**config.mk**
```make
export PLATFORM = sky130hd
export DESIGN_NAME = uart_fifo_irq
export DESIGN_NICKNAME = d
export VERILOG_FILES = /design/src/rtl/uart_irq_pkg.sv /design/src/rtl/uirq_rx_status.sv /design/src/rtl/uirq_tx_status.sv /design/src/rtl/uirq_regs.sv /design/src/rtl/uart_fifo_irq.sv
export SDC_FILE = /design/constraint.sdc
export NUM_CORES = 1
export LEC_CHECK = 0
export BUFFER_PORTS_ARGS = -buffer_cell sky130_fd_sc_hd__buf_2
export CELL_PAD_IN_SITES_DETAIL_PLACEMENT = 0
export CELL_PAD_IN_SITES_GLOBAL_PLACEMENT = 1
export CORE_MARGIN = 2
export CORE_UTILIZATION = 39
export DETAILED_ROUTE_END_ITERATION = 16
export PLACE_DENSITY = 0.86
export SLEW_MARGIN = 20
export SYNTH_ARGS = -nofsm -noshare
export SYNTH_HDL_FRONTEND = slang
export SYNTH_HIERARCHICAL = 1
export SYNTH_SLANG_ARGS = --single-unit
```
**constraint.sdc**
```tcl
create_clock -name clk -period 2.4 [get_ports clk]
set_input_delay 0.24 -clock clk [delete_from_list [all_inputs] [get_ports clk]]
set_output_delay 0.24 -clock clk [all_outputs]
set_load 0.01 [all_outputs]
```
**src/rtl/uart_irq_pkg.sv**
```systemverilog
package uart_irq_pkg;
   // interrupt source positions; mask field and status field share this order
   localparam int SRC_RX_OVER  = 0;
   localparam int SRC_RX_LEVEL = 1;
   localparam int SRC_RX_IDLE  = 2;
   localparam int SRC_TX_EMPTY = 3;
   localparam int SRC_TX_LOW   = 4;
   localparam int NUM_SRC      = 5;

   // register words
   typedef enum logic [1:0] {
      W_IRQ   = 2'd0,
      W_LEVEL = 2'd1,
      W_CTRL  = 2'd2,
      W_FILL  = 2'd3
   } reg_word_e;

   // bit placement inside the words
   localparam int MASK_LSB   = 0;
   localparam int STAT_LSB   = 8;
   localparam int RXNE_BIT   = 15;
   localparam int RXTHR_LSB  = 0;
   localparam int TXTHR_LSB  = 8;
   localparam int TMO_LSB    = 0;
   localparam int FL_RX_BIT  = 8;
   localparam int FL_TX_BIT  = 9;
endpackage

```
**src/rtl/uirq_rx_status.sv**
```systemverilog
module uirq_rx_status #(
   parameter int DEPTH = 16,
   parameter int CNT_W = 5,
   parameter int TMO_W = 4
) (
   input  logic             clk,
   input  logic             rst_n,
   input  logic             push,
   input  logic             pop,
   input  logic [CNT_W-1:0] count,
   input  logic             char_tick,
   input  logic [CNT_W-1:0] thr,
   input  logic [TMO_W-1:0] tmo_lim,
   input  logic             flush,
   output logic             st_over,
   output logic             st_level,
   output logic             st_idle,
   output logic             not_empty
);
   localparam logic [CNT_W-1:0] FULL = CNT_W'(DEPTH);

   logic             over_q;
   logic [TMO_W-1:0] idle_cnt;
   logic             lost_write;
   logic             restart;

   assign lost_write = push && !pop && (count >= FULL);
   assign restart    = push || pop || flush || (count == '0);

   always_ff @(posedge clk or negedge rst_n) begin
      if (!rst_n)          over_q <= 1'b0;
      else if (flush)      over_q <= 1'b0;
      else if (lost_write) over_q <= 1'b1;
      else if (pop)        over_q <= 1'b0;
   end

   always_ff @(posedge clk or negedge rst_n) begin
      if (!rst_n)                              idle_cnt <= '0;
      else if (restart)                        idle_cnt <= '0;
      else if (char_tick && idle_cnt < tmo_lim) idle_cnt <= idle_cnt + 1'b1;
   end

   assign st_over   = over_q;
   assign not_empty = (count != '0);
   assign st_level  = (count > thr);
   assign st_idle   = not_empty && (tmo_lim != '0) && (idle_cnt >= tmo_lim);

   // a write into a full queue is remembered
   a_r2_ovf_set : assert property (@(posedge clk) disable iff (!rst_n)
      (push && !pop && count == FULL && !flush) |=> st_over);
   // overflow holds until a pop or flush
   a_r2_ovf_hold : assert property (@(posedge clk) disable iff (!rst_n)
      (st_over && !pop && !flush) |=> st_over);
   // any strobe restarts the idle timer
   a_r4_idle_restart : assert property (@(posedge clk) disable iff (!rst_n)
      (push || pop) |=> !st_idle);
   // receive flush clears overflow
   a_r10_flush_clears : assert property (@(posedge clk) disable iff (!rst_n)
      flush |=> !st_over);
endmodule

```
**src/rtl/uirq_tx_status.sv**
```systemverilog
module uirq_tx_status #(
   parameter int CNT_W = 5
) (
   input  logic [CNT_W-1:0] count,
   input  logic [CNT_W-1:0] thr,
   output logic             st_empty,
   output logic             st_low
);
   assign st_empty = (count == '0);
   assign st_low   = (count < thr);
endmodule

```
**src/rtl/uirq_regs.sv**
```systemverilog
module uirq_regs
   import uart_irq_pkg::*;
#(
   parameter int DEPTH  = 16,
   parameter int CNT_W  = 5,
   parameter int TMO_W  = 4,
   parameter int DATA_W = 16
) (
   input  logic              clk,
   input  logic              rst_n,
   input  logic              reg_wr,
   input  logic [1:0]        reg_addr,
   input  logic [DATA_W-1:0] reg_wdata,
   output logic [DATA_W-1:0] reg_rdata,
   input  logic [NUM_SRC-1:0] status,
   input  logic              rx_not_empty,
   input  logic [CNT_W-1:0]  tx_count,
   output logic [NUM_SRC-1:0] mask,
   output logic [CNT_W-1:0]  rx_thr,
   output logic [CNT_W-1:0]  tx_thr,
   output logic [TMO_W-1:0]  tmo_lim,
   output logic              rx_flush,
   output logic              tx_flush
);
   localparam logic [CNT_W-1:0] THR_RST = CNT_W'(DEPTH / 2);
   localparam logic [TMO_W-1:0] TMO_RST = TMO_W'(1);

   logic wr_irq, wr_lvl, wr_ctl;
   assign wr_irq = reg_wr && (reg_addr == W_IRQ);
   assign wr_lvl = reg_wr && (reg_addr == W_LEVEL);
   assign wr_ctl = reg_wr && (reg_addr == W_CTRL);

   always_ff @(posedge clk or negedge rst_n) begin
      if (!rst_n) begin
         mask     <= '0;
         rx_thr   <= THR_RST;
         tx_thr   <= THR_RST;
         tmo_lim  <= TMO_RST;
         rx_flush <= 1'b0;
         tx_flush <= 1'b0;
      end else begin
         if (wr_irq) mask <= reg_wdata[MASK_LSB +: NUM_SRC];
         if (wr_lvl) begin
            rx_thr <= reg_wdata[RXTHR_LSB +: CNT_W];
            tx_thr <= reg_wdata[TXTHR_LSB +: CNT_W];
         end
         if (wr_ctl) tmo_lim <= reg_wdata[TMO_LSB +: TMO_W];
         rx_flush <= wr_ctl && reg_wdata[FL_RX_BIT];
         tx_flush <= wr_ctl && reg_wdata[FL_TX_BIT];
      end
   end

   always_comb begin
      reg_rdata = '0;
      case (reg_addr)
         W_IRQ: begin
            reg_rdata[MASK_LSB +: NUM_SRC] = mask;
            reg_rdata[STAT_LSB +: NUM_SRC] = status;
            reg_rdata[RXNE_BIT]            = rx_not_empty;
         end
         W_LEVEL: begin
            reg_rdata[RXTHR_LSB +: CNT_W] = rx_thr;
            reg_rdata[TXTHR_LSB +: CNT_W] = tx_thr;
         end
         W_CTRL:  reg_rdata[TMO_LSB +: TMO_W] = tmo_lim;
         default: reg_rdata[CNT_W-1:0] = tx_count;
      endcase
   end

   logic unused_wdata;
   assign unused_wdata = ^reg_wdata;

   // flush outputs are single-cycle pulses
   a_r10_rx_pulse : assert property (@(posedge clk) disable iff (!rst_n)
      !(wr_ctl && reg_wdata[FL_RX_BIT]) |=> !rx_flush);
   a_r10_tx_pulse : assert property (@(posedge clk) disable iff (!rst_n)
      !(wr_ctl && reg_wdata[FL_TX_BIT]) |=> !tx_flush);
   // mask changes only through a write to the interrupt word
   a_r7_mask_stable : assert property (@(posedge clk) disable iff (!rst_n)
      !wr_irq |=> $stable(mask));
endmodule

```
**src/rtl/uart_fifo_irq.sv**
```systemverilog
module uart_fifo_irq
   import uart_irq_pkg::*;
#(
   parameter int DEPTH   = 16,
   parameter int TMO_W   = 4,
   parameter int DATA_W  = 16,
   parameter bit IRQ_REG = 1'b0,
   localparam int CNT_W  = $clog2(DEPTH) + 1
) (
   input  logic              clk,
   input  logic              rst_n,
   input  logic              rx_push,
   input  logic              rx_pop,
   input  logic [CNT_W-1:0]  rx_count,
   input  logic [CNT_W-1:0]  tx_count,
   input  logic              char_tick,
   input  logic              reg_wr,
   input  logic [1:0]        reg_addr,
   input  logic [DATA_W-1:0] reg_wdata,
   output logic [DATA_W-1:0] reg_rdata,
   output logic              irq,
   output logic              rx_flush,
   output logic              tx_flush
);
   // elaboration checks
   if (DEPTH < 2 || (DEPTH & (DEPTH - 1)) != 0) begin : g_bad_depth
      $error("DEPTH must be a power of two of at least 2");
   end
   if (DATA_W < 16) begin : g_bad_width
      $error("DATA_W must hold the 16-bit register layout");
   end
   if (CNT_W > 5 || TMO_W > 8 || TMO_W < 1) begin : g_bad_field
      $error("threshold or timeout field overlaps a neighbour");
   end

   logic [NUM_SRC-1:0] status, mask;
   logic [CNT_W-1:0]   rx_thr, tx_thr;
   logic [TMO_W-1:0]   tmo_lim;
   logic               rx_ne;

   uirq_regs #(.DEPTH(DEPTH), .CNT_W(CNT_W), .TMO_W(TMO_W), .DATA_W(DATA_W)) u_regs (
      .clk(clk), .rst_n(rst_n), .reg_wr(reg_wr), .reg_addr(reg_addr),
      .reg_wdata(reg_wdata), .reg_rdata(reg_rdata), .status(status),
      .rx_not_empty(rx_ne), .tx_count(tx_count), .mask(mask),
      .rx_thr(rx_thr), .tx_thr(tx_thr), .tmo_lim(tmo_lim),
      .rx_flush(rx_flush), .tx_flush(tx_flush));

   uirq_rx_status #(.DEPTH(DEPTH), .CNT_W(CNT_W), .TMO_W(TMO_W)) u_rx (
      .clk(clk), .rst_n(rst_n), .push(rx_push), .pop(rx_pop),
      .count(rx_count), .char_tick(char_tick), .thr(rx_thr),
      .tmo_lim(tmo_lim), .flush(rx_flush),
      .st_over(status[SRC_RX_OVER]), .st_level(status[SRC_RX_LEVEL]),
      .st_idle(status[SRC_RX_IDLE]), .not_empty(rx_ne));

   uirq_tx_status #(.CNT_W(CNT_W)) u_tx (
      .count(tx_count), .thr(tx_thr),
      .st_empty(status[SRC_TX_EMPTY]), .st_low(status[SRC_TX_LOW]));

   logic [NUM_SRC-1:0] pending;
   for (genvar i = 0; i < NUM_SRC; i++) begin : g_gate
      assign pending[i] = status[i] & mask[i];
   end

   if (IRQ_REG) begin : g_irq_flop
      logic irq_q;
      always_ff @(posedge clk or negedge rst_n) begin
         if (!rst_n) irq_q <= 1'b0;
         else        irq_q <= |pending;
      end
      assign irq = irq_q;
   end else begin : g_irq_comb
      assign irq = |pending;
      // an all-zero mask keeps the line quiet
      a_r7_mask_zero_quiet : assert property (@(posedge clk) disable iff (!rst_n)
         (mask == '0) |-> !irq);
   end

   // an empty transmit queue is always below a nonzero threshold
   a_r6_empty_is_low : assert property (@(posedge clk) disable iff (!rst_n)
      (tx_count == '0 && tx_thr != '0) |-> status[SRC_TX_LOW]);
   // no flush pulse in the first cycle out of reset
   a_r1_quiet_start : assert property (@(posedge clk) disable iff (!rst_n)
      $rose(rst_n) |-> (!rx_flush && !tx_flush));
endmodule

```
==> qor.txt, run 1 <==
crit end category - primary output
final non-filler cell total - 254
instance area at placement - 1960 um^2
Final Skew - 0.00588 ns
CP max FO - 2
Via density - 5.37
register bit count reported by yosys - 26
IO buf count - 41
first-pass GRT wire length - 6.59 mm
min-delay worst type - in -> reg
Initial DRC Count - 108
Placed Cells - 247
area of the core - 4350 um^2
Final GP Congestion - 0.764
fin nets - 251
drt drc - 0
CTS buffer count - 3
die height - 71.1 um
largest net degree at the start of global routing - 27
I/O pins - 53
die area - 5050 um^2
final setup violation count - 0
Startpoint Class - flop
critical path class - reg -> out
routed wire length - 3.92 mm
CTS tree - done
PwrDens - 655 nW/um^2
Die X - 71.1 um
leakage power - 1.07 nW
CP arrival - 2.11 ns
Final Util - 48.0%
Least-Margin Pin Slew - 0.603 ns
RSZ-0062 raised after global routing - yes
syn_area_per_cell - 11.1 um^2
ys flop type - dfrtp_1
outcome - completed
initial antenna violation count - 0
row count - 24
Max IR drop VDD - 0.000240 V
proportion of layout cells with a drive suffix above 1 - 38.6%
post-route cell area - 2090 um^2
routed len/inst - 15.4 um
Final Cycle Share - 98.1%
Relative slew margins - 59.8%
clk root buf - clkbuf_8
Clk Latency, worst-skew pair - 0.27 ns
Yosys cell types - 39
CTS HTree Levels - 1
Post-DP HPWL - 3.00 mm
antenna cell count - 0
clock slew at reported path FFs - 0.09 ns
CTS sink cnt - 26
GRT Residual Overflow - 0
fill count - 409
Syn. warnings - 6
worst hold margin - 0.127 ns
Initial Util - 40.3%
Final min period - 2.35 ns
vias in the first global route - 1,397
# Max-Cap Violations - 0
Max Slew Vio Count - 0
register area share after synthesis - 37.3%
total power - 1.37 mW
clk buf depth - 2
DRT Pass-1 Iters - 7
post-synthesis cell area - 1750 um^2
commonest non-fill, non-tap cell in the layout - buf_2
Post-synth ARST share - 100%
post-route ant nets - 0
GRT Util Overall - 16.5%
fmax - 425 MHz
EDFF count, synth - 0
Fin. Hold Viols - 0
most frequent cells in the layout - 41 x buf_2, 23 x dfrtp_1, 16 x inv_1, 13 x ha_1
Area Overhead vs Synth - 19.0%
Synth Instances - 158
WP data required - 2.16 ns
total number of vias - 1,365
[what timing repair did]
item                                    CTS  global route
hold buffers                              1             0
hold endpoints to repair                 23             0
resized for setup                         2             2
setup buffers                             1             1
endpoints found under the setup margin    1             1
pin swaps                                 2             5
[state kept, by name (all words and copies together), names as in the netlist]
| name | cells |
|---|---|
| u_regs/tx_thr | 5 |
| u_regs/tmo_lim | 4 |
| u_regs/rx_flush | 1 |
| u_regs/mask | 5 |
| u_rx/st_over | 1 |
| u_rx/idle_cnt | 4 |
| u_regs/tx_flush | 1 |
| u_regs/rx_thr | 5 |
[cells in the mapped netlist (3+ instances only)]
cell	instances	area, um^2
nand2b_1	3	18.8
nor3_1	3	15.0
buf_4	5	37.5
mux2_4	10	150
nor2_1	10	37.5
inv_1	16	60.1
o21ai_0	4	20.0
a21oi_1	8	40.0
mux2i_1	6	60.1
nand2_1	6	22.5
dfstp_2	3	78.8
a211oi_1	3	22.5
dfrtp_1	23	576
mux2_2	9	101
ha_1	14	175
nand3b_1	3	22.5
nand3_1	4	20.0
[area by class of cell]
cell class	count	area, um^2	share of cell area (%)
Clock buffer	3	41.3	1.98
Clock inverter	1	30.0	1.44
Inverter	16	60.1	2.88
Multi-Input combinational cell	111	1000	47.9
Sequential cell	26	654	31.3
Tap cell	52	65.1	3.12
Timing Repair Buffer	45	238	11.4
[where the power goes]
part | leakage [nW] | total, mW | switching (mW) | internal [mW]
clock network | 0.0357 | 0.359 | 0.136 | 0.223
logic | 0.713 | 0.438 | 0.205 | 0.233
registers | 0.317 | 0.570 | 0.0601 | 0.509
total | 1.07 | 1.37 | 0.401 | 0.966
[worst paths after layout]
path                                   startpoint               end  slack [ns]  cells after the start
worst max register to register  u_regs/tmo_lim[2]  u_rx/idle_cnt[3]        0.64                      6
worst max-delay path            u_regs/tmo_lim[0]               irq        0.05                      8
max in group asynchronous                   rst_n  u_regs/tx_thr[4]        1.50                      2
worst min-delay path                       rx_pop      u_rx/st_over        0.13                      2
worst min register to register    u_regs/rx_flush      u_rx/st_over        0.46                      1
min in group asynchronous                   rst_n  u_rx/idle_cnt[1]        0.50                      2
[routing by layer]
layer  GRT usage [%]  share of wire [%]
met1            21.1                 42
met2            28.3                 52
met3            2.85                5.2
met4            5.66               0.59
met5               0                  0
[per-stage QoR]
step | setup slack (ns) | setup TNS [ns]
6_report | 0.0457 | 0
5_1_grt | -0.0323 | -0.0323
4_1_cts | 0.0180 | 0
3_5_place_dp | 0.266 | 0
3_3_place_gp | 0.308 | 0
2_1_floorplan | 0.543 | 0
[cell families after synthesis]
group	share of synthesized area, %
AOI/OAI and AO/OA	8.63
and+or+nand+nor	12.3
buffers and inverters	8.27
muxes	23.3
adders and majority gates	9.99
other	0.214
DFF	37.3
[critical path: stages, from the launching register on]
cell and delay, ns:
dfstp_2 0.57, ha_4 0.20, nand2b_4 0.13, a21o_1 0.17, a211oi_2 0.26, nor3_2 0.08
a22oi_1 0.21, nand2_1 0.08, buf_2 0.15
No activity file was read; power rests on OpenSTA's default activity.
==> inputs of run 2 (changes only) <==
--- a/config.mk
+++ b/config.mk
@@ -5,12 +5,14 @@
 export SDC_FILE = /design/constraint.sdc
 export NUM_CORES = 1
 export LEC_CHECK = 0
+export ABC_AREA = 1
 export BUFFER_PORTS_ARGS = -buffer_cell sky130_fd_sc_hd__buf_2
 export CELL_PAD_IN_SITES_DETAIL_PLACEMENT = 0
 export CELL_PAD_IN_SITES_GLOBAL_PLACEMENT = 1
 export CORE_MARGIN = 2
-export CORE_UTILIZATION = 39
+export CORE_UTILIZATION = 36
 export DETAILED_ROUTE_END_ITERATION = 16
+export MAX_ROUTING_LAYER = met4
 export PLACE_DENSITY = 0.86
 export SLEW_MARGIN = 20
 export SYNTH_ARGS = -nofsm -noshare
==> run 2 against run 1 <==
  * Die area is 11% higher
  * Register-to-register slack better by 0.38 ns
  * Worst setup slack better by 0.13 ns
  * Worst hold slack better by 0.043 ns
  * Critical path type unchanged
  * Largest cell class unchanged
  * Largest power group unchanged
  * Highest routed layer unchanged
==> qor.txt, run 2 <==
routed wire length - 4.39 mm
Fin. Hold Viols - 0
fin nets - 350
cell depth of the worst hold path - 3
post-synthesis cell area - 1810 um^2
Final Skew - 0.00103 ns
fmax - 449 MHz
syn_area_per_cell - 7.02 um^2
Initial DRC Count - 125
IO buf count - 41
Clk Latency, worst-skew pair - 0.27 ns
post-synth top area share - 31.8%
slowest CP cell - dfstp_2
clk root buf - clkbuf_8
Area Overhead vs Synth - 18.9%
I/O pins - 53
fill count - 518
Post-synth ARST share - 100%
first-pass GRT wire length - 7.22 mm
Post-CTS Setup Bufs - 0
clock slew at reported path FFs - 0.09 ns
final setup violation count - 0
reg2reg setup slack - 1.02 ns
Largest regs - u_regs/mask x5, u_regs/rx_thr x5, u_regs/tx_thr x5
GRT Residual Overflow - 0
DRT Pass-1 Iters - 4
setup TNS - 0 ns
CP max FO - 3
instance area at placement - 2070 um^2
area of the core - 4790 um^2
critical path class - reg -> out
Die X - 74.9 um
PwrDens - 594 nW/um^2
leakage power - 1.25 nW
register bit count reported by yosys - 26
CTS buffer count - 3
CTS tree - done
Final Cycle Share - 92.7%
most frequent cell after synthesis - nand2_1
row count - 25
Synth Instances - 258
Commonest cells post-synth - 97 x nand2_1, 36 x inv_1, 24 x nand3_1
Placed Cells - 363
worst-path cell chain - inv_1 > ha_1 > nand2_1 > nor3b_1 > nor2_2 > nand2_1 > nand2_1 > nor2_1 > nand2_1 > buf_2
GRT Util Overall - 17.4%
min-delay worst type - in -> reg
top cell type by total area after synthesis - dfrtp_1
RSZ-0062 raised after global routing - no
Initial Util - 37.8%
vias in the first global route - 1,552
total number of vias - 1,695
most frequent CP cell - nand2_1
Final min period - 2.23 ns
ys flop type - dfrtp_1
Relative slew margins - 61.1%
initial antenna violation count - 0
EDFF count, synth - 0
Max Slew Vio Count - 0
Worst path max stage delay - 0.57 ns
final non-filler cell total - 368
WP data required - 2.16 ns
drt drc - 0
post-route ant nets - 0
FF-to-FF path depth - 8
largest net degree at the start of global routing - 27
Post-DP HPWL - 3.51 mm
die area - 5610 um^2
Max IR drop VDD - 0.000245 V
die height - 74.9 um
commonest non-fill, non-tap cell in the layout - nand2_1
CTS sink cnt - 26
crit end category - primary output
Yosys cell types - 26
CTS HTree Levels - 1
proportion of layout cells with a drive suffix above 1 - 20.9%
Startpoint Class - flop
Least-Margin Pin Slew - 0.583 ns
post-route cell area - 2150 um^2
most area-consuming cells after synthesis - dfrtp_1 32%, nand2_1 20%, ha_1 9.7%
most frequent cells in the layout - 97 x nand2_1, 41 x buf_2, 36 x inv_1, 24 x nand3_1, 23 x dfrtp_1
outcome - completed
Syn. warnings - 6
register area share after synthesis - 36.1%
Final GP Congestion - 0.820
clk buf depth - 2
antenna cell count - 0
routed len/inst - 11.9 um
CP arrival - 1.99 ns
# Max-Cap Violations - 0
Via density - 4.61
-- run 2: cell count changes in the layout (fill, tap and decap cells not counted), sizes merged, moves of 5 or more --
cell   before  now
a21oi       9    4
inv        16   39
mux2       19    0
mux2i       6    0
nand2       6  100
nand3       4   26
nor2       10   18
-- run 2: timing repair --
action                                 4_1_cts  5_1_grt
setup endpoints to repair                    0        1
hold buffers                                 1        0
resized for setup                            0        1
endpoints found under the hold margin       23        0
-- run 2: logic make-up (layout without fill, tap and decap cells) --
logic type / Yosys count / count (layout) / synth area share (%)
simple gates: 154 / 154 / 37.7
fa+ha+maj: 14 / 14 / 9.68
flops: 26 / 26 / 36.1
xor+xnor: 1 / 1 / 0.484
other cells: 1 / 5 / 0.207
compound gates: 15 / 15 / 4.63
buf+inv: 47 / 86 / 11.1
-- run 2: stage by stage --
stage	utilization (%)	setup slack (ns)	power, mW	hold WS (ns)
CTS	44.9	0.154	1.29	0.168
global route	45.0	0.0124	1.38	0.180
detailed placement	43.2	0.460	0.922	0.276
floorplan	-	0.757	0.790	-0.0556
finish	45.0	0.174	1.28	0.170
global placement	43.2	0.514	0.912	0.272
-- run 2: critical path, delay by kind of cell (launching register included) --
family | cells | cell delay, ns
and+or+nand+nor | 7 | 0.68
DFF | 1 | 0.57
adders and majority gates | 1 | 0.27
buffers and inverters | 2 | 0.18
-- run 2: path summary, 6_finish.rpt --
path                                          to              start
worst max-delay path                         irq   u_regs/rx_thr[3]
worst min register to register  u_regs/tx_thr[3]   u_regs/tx_thr[3]
worst min-delay path            u_regs/tx_thr[3]      reg_wdata[11]
min in group asynchronous       u_regs/rx_thr[4]              rst_n
worst max register to register  u_rx/idle_cnt[1]  u_regs/tmo_lim[3]
max in group asynchronous       u_rx/idle_cnt[0]              rst_n
-- run 2: final cells by class --
cell class / count / area [um^2] / area share [%]
multi-input combinational: 189 / 972 / 45.1
clock inverter: 1 / 30.0 / 1.39
timing repair buffer: 43 / 223 / 10.3
sequential: 26 / 654 / 30.4
clock buffer: 3 / 41.3 / 1.92
inverter: 39 / 149 / 6.91
tap: 67 / 83.8 / 3.89
-- run 2: metal layers --
layer / share of wire (%) / GRT usage (%) / routed length (um)
met3: 4.4 / 2.28 / 194
met1: 50 / 25.2 / 2200
met2: 44 / 25.4 / 1940
met5: 0 / - / 0
met4: 1.2 / 4.76 / 53
-- run 2: where the power goes --
group | internal (mW) | switching (mW) | total, mW
sequential | 0.500 | 0.0521 | 0.552
combinational | 0.143 | 0.221 | 0.363
clock | 0.223 | 0.140 | 0.364
total | 0.865 | 0.413 | 1.28
==> inputs of run 3 (changes only) <==
==> constraint.sdc (replaced) <==
create_clock -name clk -period 2.4 [get_ports clk]
set_input_delay 0.24 -clock clk [delete_from_list [all_inputs] [get_ports clk]]
set_output_delay 0.24 -clock clk [all_outputs]
set_load 0.02 [all_outputs]
==> run 3 against run 2 <==
  * Combinational power increased by 8.5%
  * Largest cell class unchanged
  * Critical path depth increased by 1
  * Clock skew decreased by 0.00056 ns
==> qor.txt, run 3 (synthesis results as in run 2) <==
routed len/inst - 12.0 um
worst-path cell chain - inv_1 > ha_1 > nand2_1 > nor3_1 > nor2_1 > nor2_2 > nand2_1 > nand2_1 > nor2_1 > nand2_1 > buf_2
slowest CP cell - dfstp_2
Final Skew - 0.000465 ns
Clk Latency, worst-skew pair - 0.27 ns
Startpoint Class - flop
area of the core - 4790 um^2
leakage power - 1.25 nW
Post-DP HPWL - 3.55 mm
critical path class - reg -> out
FF-to-FF path depth - 8
most frequent cells in the layout - 97 x nand2_1, 41 x buf_2, 36 x inv_1, 24 x nand3_1, 23 x dfrtp_1
Hold Crit Endpoint - u_regs/tx_thr[3]
M2 GR Usage - 26.3%
first-pass GRT wire length - 7.20 mm
die height - 74.9 um
final setup violation count - 0
Via density - 4.55
Worst path max stage delay - 0.56 ns
outcome - completed
drt drc - 0
clock slew at reported path FFs - 0.09 ns
row count - 25
min-delay worst type - in -> reg
commonest non-fill, non-tap cell in the layout - nand2_1
IO buf count - 41
GR Util met3 - 1.87%
RSZ-0062 raised after global routing - no
Max IR drop VDD - 0.000250 V
PwrDens - 574 nW/um^2
cell depth of the worst hold path - 3
Fin. Hold Viols - 0
WP data required - 2.16 ns
Post-CTS Setup Bufs - 0
fin nets - 350
launching point of the worst reg2reg path - u_regs/tmo_lim[3]
die area - 5610 um^2
setup TNS - 0 ns
Initial Util - 37.8%
GR Util met1 - 24.5%
GRT Residual Overflow - 0
DRT Pass-1 Iters - 5
CTS sink cnt - 26
CTS tree - done
Final GP Congestion - 0.821
Die X - 74.9 um
FF-to-FF End - u_rx/idle_cnt[1]
proportion of layout cells with a drive suffix above 1 - 21.3%
Initial DRC Count - 102
CP Buf/Inv Count - 2
vias in the first global route - 1,599
crit end category - primary output
# Max-Cap Violations - 0
post-route ant nets - 0
Final Cycle Share - 93.3%
GRT Util Overall - 17.4%
GR peak layer - met2
most frequent CP cell - nand2_1
Relative slew margins - 60.9%
initial antenna violation count - 0
fmax - 447 MHz
Largest regs - u_regs/mask x5, u_regs/rx_thr x5, u_regs/tx_thr x5
CP arrival - 2.00 ns
clk root buf - clkbuf_8
crit-path leading delay family - simple AND/OR/NAND/NOR gates
clk buf depth - 2
worst hold start - reg_wdata[11]
antenna cell count - 0
total number of vias - 1,675
Worst Slack Setup Final - 0.161 ns
CTS buffer count - 3
Area Overhead vs Synth - 18.3%
Max Slew Vio Count - 0
CP max FO - 3
CTS HTree Levels - 1
routed wire length - 4.42 mm
Final min period - 2.24 ns
Place WS - 0.442 ns
I/O pins - 53
reg2reg setup slack - 1.02 ns
Least-Margin Pin Slew - 0.586 ns
largest net degree at the start of global routing - 27
==> run 3: through the flow <==
step	area, um^2	utilization, %	hold WS, ns	std cells	total power, mW
2_1_floorplan	1830	-	-0.0556	262	0.817
4_1_cts	2130	44.6	0.165	368	1.24
6_report	2140	44.8	0.174	368	1.23
5_1_grt	2140	44.8	0.172	368	1.32
3_5_place_dp	2070	43.2	0.277	363	0.949
3_3_place_gp	2070	43.2	0.272	363	0.938
==> run 3: worst register-to-register path: stages, from the launching register on <==
cell and delay [ns]:
dfrtp_1 0.38, inv_1 0.07, ha_1 0.32, nand2_1 0.08
inv_1 0.04, nand2_1 0.12, nand3_4 0.12, nand3_1 0.10
nand2_1 0.06
==> run 3: layout make-up <==
cell class                 instances  area (um^2)
tap                               67         83.8
timing repair buffer              43          223
inverter                          39          149
clock buffer                       4         55.1
sequential                        26          654
multi-input combinational        189          977
fill                             531         2640
==> run 3: timing repair <==
item,in CTS,in global routing
resized for setup,0,2
setup endpoints to repair,0,1
hold buffers,1,0
endpoints found under the hold margin,23,0
==> run 3: report_power, final <==
part,internal [mW],leakage [nW],switching (mW)
logic,0.144,0.891,0.250
clock network,0.147,0.0288,0.138
registers,0.500,0.327,0.0511
==> run 3: per-layer routing <==
layer  vias up  part of all wire (%)
met3         4                   3.8
met4         0                   1.0
li1        881                     -
met1       755                    50
met5         -                     0
met2        35                    45
==> run 3: worst max-delay path by stage <==
stage | end | startpoint | slack [ns] | cells after the start
after floorplan | irq | u_regs/rx_thr[3] | 0.69 | 10
after global placement | irq | u_regs/rx_thr[3] | 0.49 | 11
after detailed placement | irq | u_regs/rx_thr[3] | 0.44 | 11
after CTS | irq | u_regs/rx_thr[3] | 0.14 | 11
after global routing | irq | u_regs/rx_thr[3] | 0.007 | 11
final | irq | u_regs/rx_thr[3] | 0.16 | 11
